===== src/rtl/page_ring_pkg.sv =====
package page_ring_pkg;
  // Strobes from control to the datapath, one cycle each
  typedef struct packed {
    logic clear;      // recording (re)starts: zero all state
    logic advance;    // a page was accepted
    logic firstPage;  // accepted page is the first since the restart
    logic overwrite;  // accepted page replaces the oldest page
  } ringStrobes_t;
endpackage


===== src/rtl/page_ring_ctrl.sv =====
module page_ring_ctrl
  import page_ring_pkg::*;
(
  input  logic         clk,
  input  logic         rstN,
  input  logic         recEnable,
  input  logic         pageDone,
  input  logic         atEnd,
  output logic         recording,
  output logic         filled,
  output ringStrobes_t strb
);
  logic gotPage;

  always_comb begin
    strb.clear     = recEnable & ~recording;
    strb.advance   = recEnable & recording & pageDone;
    strb.firstPage = strb.advance & ~gotPage;
    strb.overwrite = strb.advance & filled;
  end

  always_ff @(posedge clk) begin
    if (!rstN) begin
      recording <= 1'b0;
      filled    <= 1'b0;
      gotPage   <= 1'b0;
    end else begin
      recording <= recEnable;
      if (strb.clear) begin
        filled  <= 1'b0;
        gotPage <= 1'b0;
      end else if (strb.advance) begin
        gotPage <= 1'b1;
        if (atEnd) filled <= 1'b1;
      end
    end
  end
endmodule


===== src/rtl/page_ring_dp.sv =====
module page_ring_dp
  import page_ring_pkg::*;
#(
  parameter int PAGE_W     = 21,
  parameter int STAMP_W    = 64,
  parameter int WORDS_FULL = 657,
  parameter int WORDS_HALF = 329,
  parameter int SAMPLES    = 4672,
  parameter int ADDR_W     = 31
) (
  input  logic               clk,
  input  logic               rstN,
  input  ringStrobes_t       strb,
  input  logic [STAMP_W-1:0] pageStamp,
  input  logic               halfMode,
  input  logic [PAGE_W-1:0]  totalPages,
  output logic               atEnd,
  output logic [ADDR_W-1:0]  pageAddr,
  output logic [PAGE_W-1:0]  lastIdx,
  output logic [STAMP_W-1:0] lastStamp,
  output logic [PAGE_W-1:0]  firstIdx,
  output logic [STAMP_W-1:0] firstStamp
);
  localparam int STRIDE_W = $clog2(WORDS_FULL + 1);
  localparam logic [STRIDE_W-1:0] STRIDE_FULL = STRIDE_W'(WORDS_FULL);
  localparam logic [STRIDE_W-1:0] STRIDE_HALF = STRIDE_W'(WORDS_HALF);

  logic [PAGE_W-1:0]   writeIdx;
  logic [PAGE_W-1:0]   nextIdx;
  logic [STRIDE_W-1:0] stride;

  assign atEnd   = (writeIdx == totalPages - PAGE_W'(1));
  assign nextIdx = atEnd ? '0 : writeIdx + PAGE_W'(1);
  assign stride  = halfMode ? STRIDE_HALF : STRIDE_FULL;
  assign pageAddr = ADDR_W'(writeIdx) * ADDR_W'(stride);

  always_ff @(posedge clk) begin
    if (!rstN || strb.clear) begin
      writeIdx   <= '0;
      lastIdx    <= '0;
      lastStamp  <= '0;
      firstIdx   <= '0;
      firstStamp <= '0;
    end else if (strb.advance) begin
      writeIdx  <= nextIdx;
      lastIdx   <= writeIdx;
      lastStamp <= pageStamp;
      if (strb.firstPage) begin
        firstIdx   <= '0;
        firstStamp <= pageStamp;
      end else if (strb.overwrite) begin
        firstIdx   <= nextIdx;
        firstStamp <= firstStamp + STAMP_W'(SAMPLES);
      end
    end
  end
endmodule


===== src/rtl/page_ring_tracker.sv =====
module page_ring_tracker
  import page_ring_pkg::*;
#(
  parameter int PAGE_W     = 21,
  parameter int STAMP_W    = 64,
  parameter int WORDS_FULL = 657,
  parameter int WORDS_HALF = 329,
  parameter int SAMPLES    = 4672,
  localparam int ADDR_W    = PAGE_W + $clog2(WORDS_FULL + 1)
) (
  input  logic               clk,
  input  logic               rstN,
  input  logic               recEnable,
  input  logic               pageDone,
  input  logic [STAMP_W-1:0] pageStamp,
  input  logic               halfMode,
  input  logic [PAGE_W-1:0]  totalPages,
  output logic [ADDR_W-1:0]  pageAddr,
  output logic               recording,
  output logic               filled,
  output logic [PAGE_W-1:0]  lastIdx,
  output logic [STAMP_W-1:0] lastStamp,
  output logic [PAGE_W-1:0]  firstIdx,
  output logic [STAMP_W-1:0] firstStamp
);
  ringStrobes_t strb;
  logic         atEnd;

  page_ring_ctrl u_ctrl (
    .clk(clk), .rstN(rstN), .recEnable(recEnable), .pageDone(pageDone),
    .atEnd(atEnd), .recording(recording), .filled(filled), .strb(strb)
  );

  page_ring_dp #(
    .PAGE_W(PAGE_W), .STAMP_W(STAMP_W), .WORDS_FULL(WORDS_FULL),
    .WORDS_HALF(WORDS_HALF), .SAMPLES(SAMPLES), .ADDR_W(ADDR_W)
  ) u_dp (
    .clk(clk), .rstN(rstN), .strb(strb), .pageStamp(pageStamp),
    .halfMode(halfMode), .totalPages(totalPages), .atEnd(atEnd),
    .pageAddr(pageAddr), .lastIdx(lastIdx), .lastStamp(lastStamp),
    .firstIdx(firstIdx), .firstStamp(firstStamp)
  );
endmodule


===== config.mk =====
export PLATFORM = sky130hd
export DESIGN_NAME = page_ring_tracker
export DESIGN_NICKNAME = d
export VERILOG_FILES = /design/src/rtl/page_ring_pkg.sv /design/src/rtl/page_ring_ctrl.sv /design/src/rtl/page_ring_dp.sv /design/src/rtl/page_ring_tracker.sv
export SDC_FILE = /design/constraint.sdc
export NUM_CORES = 1
export LEC_CHECK = 0
export BUFFER_PORTS_ARGS = -buffer_cell sky130_fd_sc_hd__buf_4
export CORE_UTILIZATION = 30
export CTS_CLUSTER_DIAMETER = 200
export DETAILED_ROUTE_END_ITERATION = 10
export GPL_ROUTABILITY_DRIVEN = 0
export PLACE_DENSITY = 0.56
export REMOVE_ABC_BUFFERS = 1
export SYNTH_ARGS = -nofsm -noshare
export SYNTH_HDL_FRONTEND = slang
export SYNTH_SLANG_ARGS = --single-unit

===== constraint.sdc =====
create_clock -name clk -period 16.9 [get_ports clk]
set_input_delay 3.38 -clock clk [delete_from_list [all_inputs] [get_ports clk]]
set_output_delay 3.38 -clock clk [all_outputs]
set_load 0.03 [all_outputs]

# Yosys cells after proc, flatten, opt, wreduce, memory -nomap -nowiden
# Index checks and enable logic that the tools add are counted.
# totals
word_cells	33
register_bits	194
out_inout_bits	203
in_bits	90
# classes
addsub	3
n_eq_ne	1
n_mul	1
reduce_logical	6
bitwise	8
muxes	6
# op_table
op	count
64-bit 2-to-1 mux	2
64-bit by 13-bit adder with 64-bit output (second input constant)	1
21-bit 2-to-1 mux	3
21-bit by 10-bit multiplier with 31-bit output	1
21-bit by 1-bit adder with 21-bit output (second input constant)	1
21-bit equality test	1
21-bit by 1-bit subtractor with 21-bit output (second input constant)	1
10-bit 2-to-1 mux	1
1-bit AND	5
2-bit AND reduction	2
1-bit inverter	3
2-bit nonzero test	1
2-bit OR reduction	1
1-bit logical NOT	1
1-bit logical OR	1

# Logic depth before layout (Yosys ltp)
# depth
word_depth	5
mapped_depth	24
mapped_depth_nobuf	20

# Modules after synthesis
# A second synthesis with hierarchy kept.
# hier_totals
hier_cells	1728
area_unflattened_um2	14041.0
# modules_own_cells
mod	seq_area_each_um2	cells_each	area_each_um2	n_inst
page_ring_dp	3823.7	1716	13902.1	1
page_ring_ctrl	60.1	12	138.9	1

# Least setup slack after synthesis
# OpenSTA, ideal clock, no wires.
# synth_path
path_type	in2out
start	input port halfMode
end	output port pageAddr[30]
path_stages	21
required_ps	13520
setup_slack_ps	4003
path_buffers	2
arrival_ps	9517
path_cell_list	clkbuf_1 -> clkbuf_1 -> nand2b_1 -> nand2_1 -> ha_1 -> fa_1 -> inv_1 -> fa_1 -> inv_1 -> fa_1 -> inv_1 -> fa_1 -> inv_1 -> ha_1 -> a21o_1 -> a21o_1 -> a21oi_1 -> o211ai_1 -> a221oi_1 -> o211ai_1 -> o311ai_0
# synth_between
elab_chain_cells	2
# synth_rtl
item	line_no	source
start, declared	page_ring_tracker.sv:16	input logic halfMode,
10-bit 2-to-1 mux	page_ring_dp.sv:34	assign stride = halfMode ? STRIDE_HALF : STRIDE_FULL;
21-bit by 10-bit multiplier with 31-bit output	page_ring_dp.sv:35	assign pageAddr = ADDR_W'(writeIdx) * ADDR_W'(stride);
end, declared	page_ring_tracker.sv:18	output logic [ADDR_W-1:0] pageAddr,
# No other way between the ends.

# Worst setup path after layout
# layout_path
start	input port halfMode
end	output port pageAddr[28]
# The elaborated chain is that of the path after synthesis.

==> results list <==
- The run finished with clean final reports.
* Endpoint class of the critical path: output port
- Dividing the detail-routed wire length by the instance count gives 17.0 um.
- In this run the remaining antenna-violating nets after routing total 0.
- The post-route netlist has 18.4% of its cells at a drive strength greater than 1.
- Maximum fanout along the worst path: 47
- Global routing consumed, on the met1 layer, 25.2% of the routing resources.
* Number of clock sinks seen by CTS: 194
- For the final database, setup skew stands at 0.0146 ns.
* Worst ir drop on vdd: 0.0613 mV
- The worst hold path belongs to the class reg2reg.
- For this design the static power due to leakage is 0.00758 uW.
- Total power divided by cell area: 60.8 nW/um^2
- For the pin with the worst max-slew slack, the measured transition is 1.12 ns.
* Crit path max-delay family: adder cells
* Highest clock frequency the design can meet: 76.6 MHz
- The synthesized netlist devotes 22.1% of its cell area to simple gates.
- Number of filler instances in the final layout: 4580
- The max-slew violation count is 0.
- The smallest clock period supported by the final layout is computed as 13.06 ns.
* DRT Wirelength: 42800 um
- Half-perimeter wire length after placement: 33200 um
- Fin Setup TNS: 0 ns
- Most crowded layer after global routing: met2
* DR DRC count: 0
- Summing the areas of all compound-gate instances in the mapped netlist gives 14.4% of the synthesized area.
* Count of flip-flops with a built-in enable after synthesis: 0
- Measured against its own limit, the worst slew margin works out to 25.1%.
- CTS Hold Bufs: 0
- Count of mapped cells out of synthesis: 1696
- Post-synthesis to final-layout area growth: 24.5%
- TritonCTS built the clock tree.
- Number of buffers created by CTS: 17
- On the critical path, the stage with the largest delay is an instance of sky130_fd_sc_hd__a221oi_1.
- DR vias/cell: 4.87
- Adder-cell share of the synthesized area: 19.2%
- Cell-by-cell listing of the critical path: buf_4 -> nor2b_1 -> nand2b_1 -> ha_1 -> inv_1 -> fa_1 -> inv_1 -> fa_1 -> inv_1 -> fa_1 -> fa_1 -> inv_1 -> ha_1 -> o21a_1 -> a31oi_1 -> o211ai_1 -> a221oi_1 -> o211ai_1 -> or4_1 -> nand4_1 -> buf_4
- Averaged over all synthesized cells, the footprint is 7.87 sq um.
- Buffers placed on the I/O ports in this run total 292.
- Post-CTS clock slew at the launch and capture registers of the worst setup and hold paths: 0.07 ns
- In the synthesized netlist the dominant register cell turns out to be sky130_fd_sc_hd__dfxtp_1.
* Number of setup violations in the final report: 0
- R2R depth: 8
- Share of the yosys chip area belonging to registers: 29.1%
* Most frequent cells in the layout: sky130_fd_sc_hd__nand2_1, sky130_fd_sc_hd__buf_4, sky130_fd_sc_hd__dfxtp_1, sky130_fd_sc_hd__inv_1, sky130_fd_sc_hd__a21oi_1
* Launch point of the critical path: halfMode
- Required time of the critical path: 13.52 ns
- Wire length of the first global-routing pass: 65700 um
* Reported max-cap violation count: 0
- Number of buffers on the longest clock path: 2
- In this run the horizontal extent of the chip is 213 um.
- For this block, the via count after detailed routing is 12300.
* Total die area: 45300 sq um
- The tree is rooted in a sky130_fd_sc_hd__clkbuf_16.
- Cell area after synthesis: 13300 sq um
- The number of antenna violations at the first check in global routing came to 1.
- The worst hold path passes through 2 cells.
- Signal arrival time at the worst endpoint: 9.68 ns
- Gates resized, CTS repair: 0
* Clock insertion delay at the later pin of the skew report: 0.45 ns
- After synthesis, the largest family of logic cells by area is simple AND/OR/NAND/NOR gates.
- Counting buffers and inverters, the worst setup path is 21 cells deep.
- Final hold viol count: 0
- For this configuration, the core starts out at a cell density of 30.7%.
- Net count of the finished layout: 2179
- In this run, synthesis produced a sequential element count of 194.
- FP Rows: 76
- Met2 global-route usage: 30.6%
* Async set or reset register ratio after synthesis: 0%
- Leaving out fill and tap cells, the most frequent cell in the layout is sky130_fd_sc_hd__nand2_1.
- Buf+Inv Stages, Crit Path: 6
- Entering global routing, the biggest net connects 95 pins.
- XOR/XNOR Fraction of Synth Area: 7.09%
* Startpoint of the most critical register-to-register path: u_ctrl.recording$_SDFF_PN0_
- Count of boundary I/O pins: 293
* Fraction of synthesized area in multiplexers: 0.309%
- Global routing used 18.6% of the available tracks.
* Total gr overflow: 0
* First DRT Iteration DRCs: 747
- Startpoint of the lowest-slack hold path: u_dp.firstIdx[8]$_SDFFE_PP0P_
- Unique cell type count in the Yosys netlist: 63
- Number of levels the H-tree was split into: 4
- Longest individual stage delay on the worst path: 0.79 ns
- Share of the clock period used by the worst path after layout: 77.3%
- Setup repair after global routing missed its margin: false
* Number of warnings printed during yosys synthesis: 0
* Vias in the first global route: 11700
* Vertical extent of the die: 213 um
- The setup path with the least slack is of type in2out.
- Setup repair bufs after CTS: 0
* Critical path startpoint category: input port
* Met3 Usage GRT: 2.88%
* 1st-pass router iterations: 5
- Total chip power: 1010 uW
- Placeable core region: 43500 sq um
-- metal layers --
metal  wire [um]  share of wire [%]
met3        1920                4.5
met2       20300                 47
met1       19800                 46
met4         782                1.8
met5           0                  0
-- final timing paths --
kind | slack (ns) | endpoint
min reg2reg | 0.45 | u_dp.firstIdx[8]$_SDFFE_PP0P_
min | 0.45 | u_dp.firstIdx[8]$_SDFFE_PP0P_
max reg2reg | 13.15 | u_dp.firstStamp[63]$_SDFFE_PP0P_
max | 3.84 | pageAddr[28]
-- synth_stat cells, types with 4 or more instances --
cell type / number / area share (%)
sky130_fd_sc_hd__buf_1: 12 / 0.34
sky130_fd_sc_hd__o21a_1: 4 / 0.23
sky130_fd_sc_hd__clkbuf_1: 91 / 2.6
sky130_fd_sc_hd__or3_1: 12 / 0.56
sky130_fd_sc_hd__and3_1: 18 / 0.84
sky130_fd_sc_hd__nand2_1: 315 / 8.9
sky130_fd_sc_hd__o31ai_1: 5 / 0.28
sky130_fd_sc_hd__o221ai_1: 4 / 0.26
sky130_fd_sc_hd__a211oi_1: 35 / 2.0
sky130_fd_sc_hd__fa_1: 70 / 11
sky130_fd_sc_hd__ha_1: 93 / 8.7
sky130_fd_sc_hd__nand4b_1: 4 / 0.26
sky130_fd_sc_hd__inv_1: 154 / 4.3
sky130_fd_sc_hd__a311oi_1: 5 / 0.33
sky130_fd_sc_hd__nor2b_1: 8 / 0.38
sky130_fd_sc_hd__and4_1: 10 / 0.66
sky130_fd_sc_hd__a21o_1: 15 / 0.84
sky130_fd_sc_hd__o21ai_1: 12 / 0.45
sky130_fd_sc_hd__or2_2: 12 / 0.56
sky130_fd_sc_hd__o21bai_1: 4 / 0.23
sky130_fd_sc_hd__dfxtp_1: 194 / 29
sky130_fd_sc_hd__and2_1: 17 / 0.80
sky130_fd_sc_hd__xnor2_1: 66 / 4.3
sky130_fd_sc_hd__a31oi_1: 5 / 0.23
sky130_fd_sc_hd__nand2b_1: 18 / 0.84
sky130_fd_sc_hd__nand3_1: 40 / 1.5
sky130_fd_sc_hd__o21ai_0: 54 / 2.0
sky130_fd_sc_hd__nor2_1: 109 / 3.1
sky130_fd_sc_hd__a21oi_1: 130 / 4.9
sky130_fd_sc_hd__a32oi_1: 9 / 0.59
sky130_fd_sc_hd__nand4_1: 34 / 1.6
sky130_fd_sc_hd__nor4_1: 12 / 0.56
sky130_fd_sc_hd__xor2_1: 42 / 2.8
sky130_fd_sc_hd__buf_4: 6 / 0.34
sky130_fd_sc_hd__nor3_1: 26 / 0.98
sky130_fd_sc_hd__o211ai_1: 6 / 0.34
sky130_fd_sc_hd__or4_1: 4 / 0.23
-- registers in the layout, summed over array words and instances, names as in the netlist --
signal / count
u_dp.firstStamp: 64
u_dp.lastIdx: 21
u_dp.lastStamp: 64
u_ctrl.filled: 1
u_dp.writeIdx: 21
u_ctrl.gotPage: 1
u_dp.firstIdx: 21
u_ctrl.recording: 1
-- through the flow --
| stage | instance area, sq um | hold WS, ns | instances | worst slack, ns | utilization (%) |
|---|---|---|---|---|---|
| after global placement | 16000 | 0.436 | 2492 | 4.04 | 36.8 |
| after global routing | 16600 | 0.473 | 2525 | 3.59 | 38.2 |
| after detailed placement | 16000 | 0.447 | 2492 | 3.97 | 36.8 |
| after CTS | 16600 | 0.457 | 2524 | 3.91 | 38.2 |
| final | 16600 | 0.454 | 2525 | 3.84 | 38.2 |
| after floorplan | 13000 | 0.489 | 1606 | 4.46 | - |
-- cell families (layout without fill, tap and decap cells) --
family,after synthesis,count (layout)
AOI/OAI and AO/OA,314,314
xor gates and xnor gates,108,108
buffers and inverters,266,488
DFF,194,194
muxes,4,4
and+or+nand+nor,645,645
adders and majority gates,163,163
other,2,24
-- tightest hold or removal path, delay by kind of cell (launching register included) --
family,cells,cell delay (ns)
flops,1,0.31
simple gates,1,0.05
compound gates,1,0.05
-- where the power goes --
group,switching (uW),total [uW],internal (uW)
registers,5.09,466,461
logic,74.8,120,45.4
clock network,198,423,224
-- layout make-up --
| type | instances | area [sq um] | area share (%) |
|---|---|---|---|
| Inverter | 155 | 582 | 3.50 |
| Clock inverter | 14 | 165 | 0.994 |
| Antenna cell | 1 | 2.50 | 0.0151 |
| Multi-Input combinational cell | 1257 | 8560 | 51.5 |
| Sequential cell | 194 | 3880 | 23.4 |
| Tap cell | 585 | 732 | 4.41 |
| Timing Repair Buffer | 301 | 2260 | 13.6 |
| Clock buffer | 18 | 429 | 2.58 |
Power figures use the tool's default switching activity.
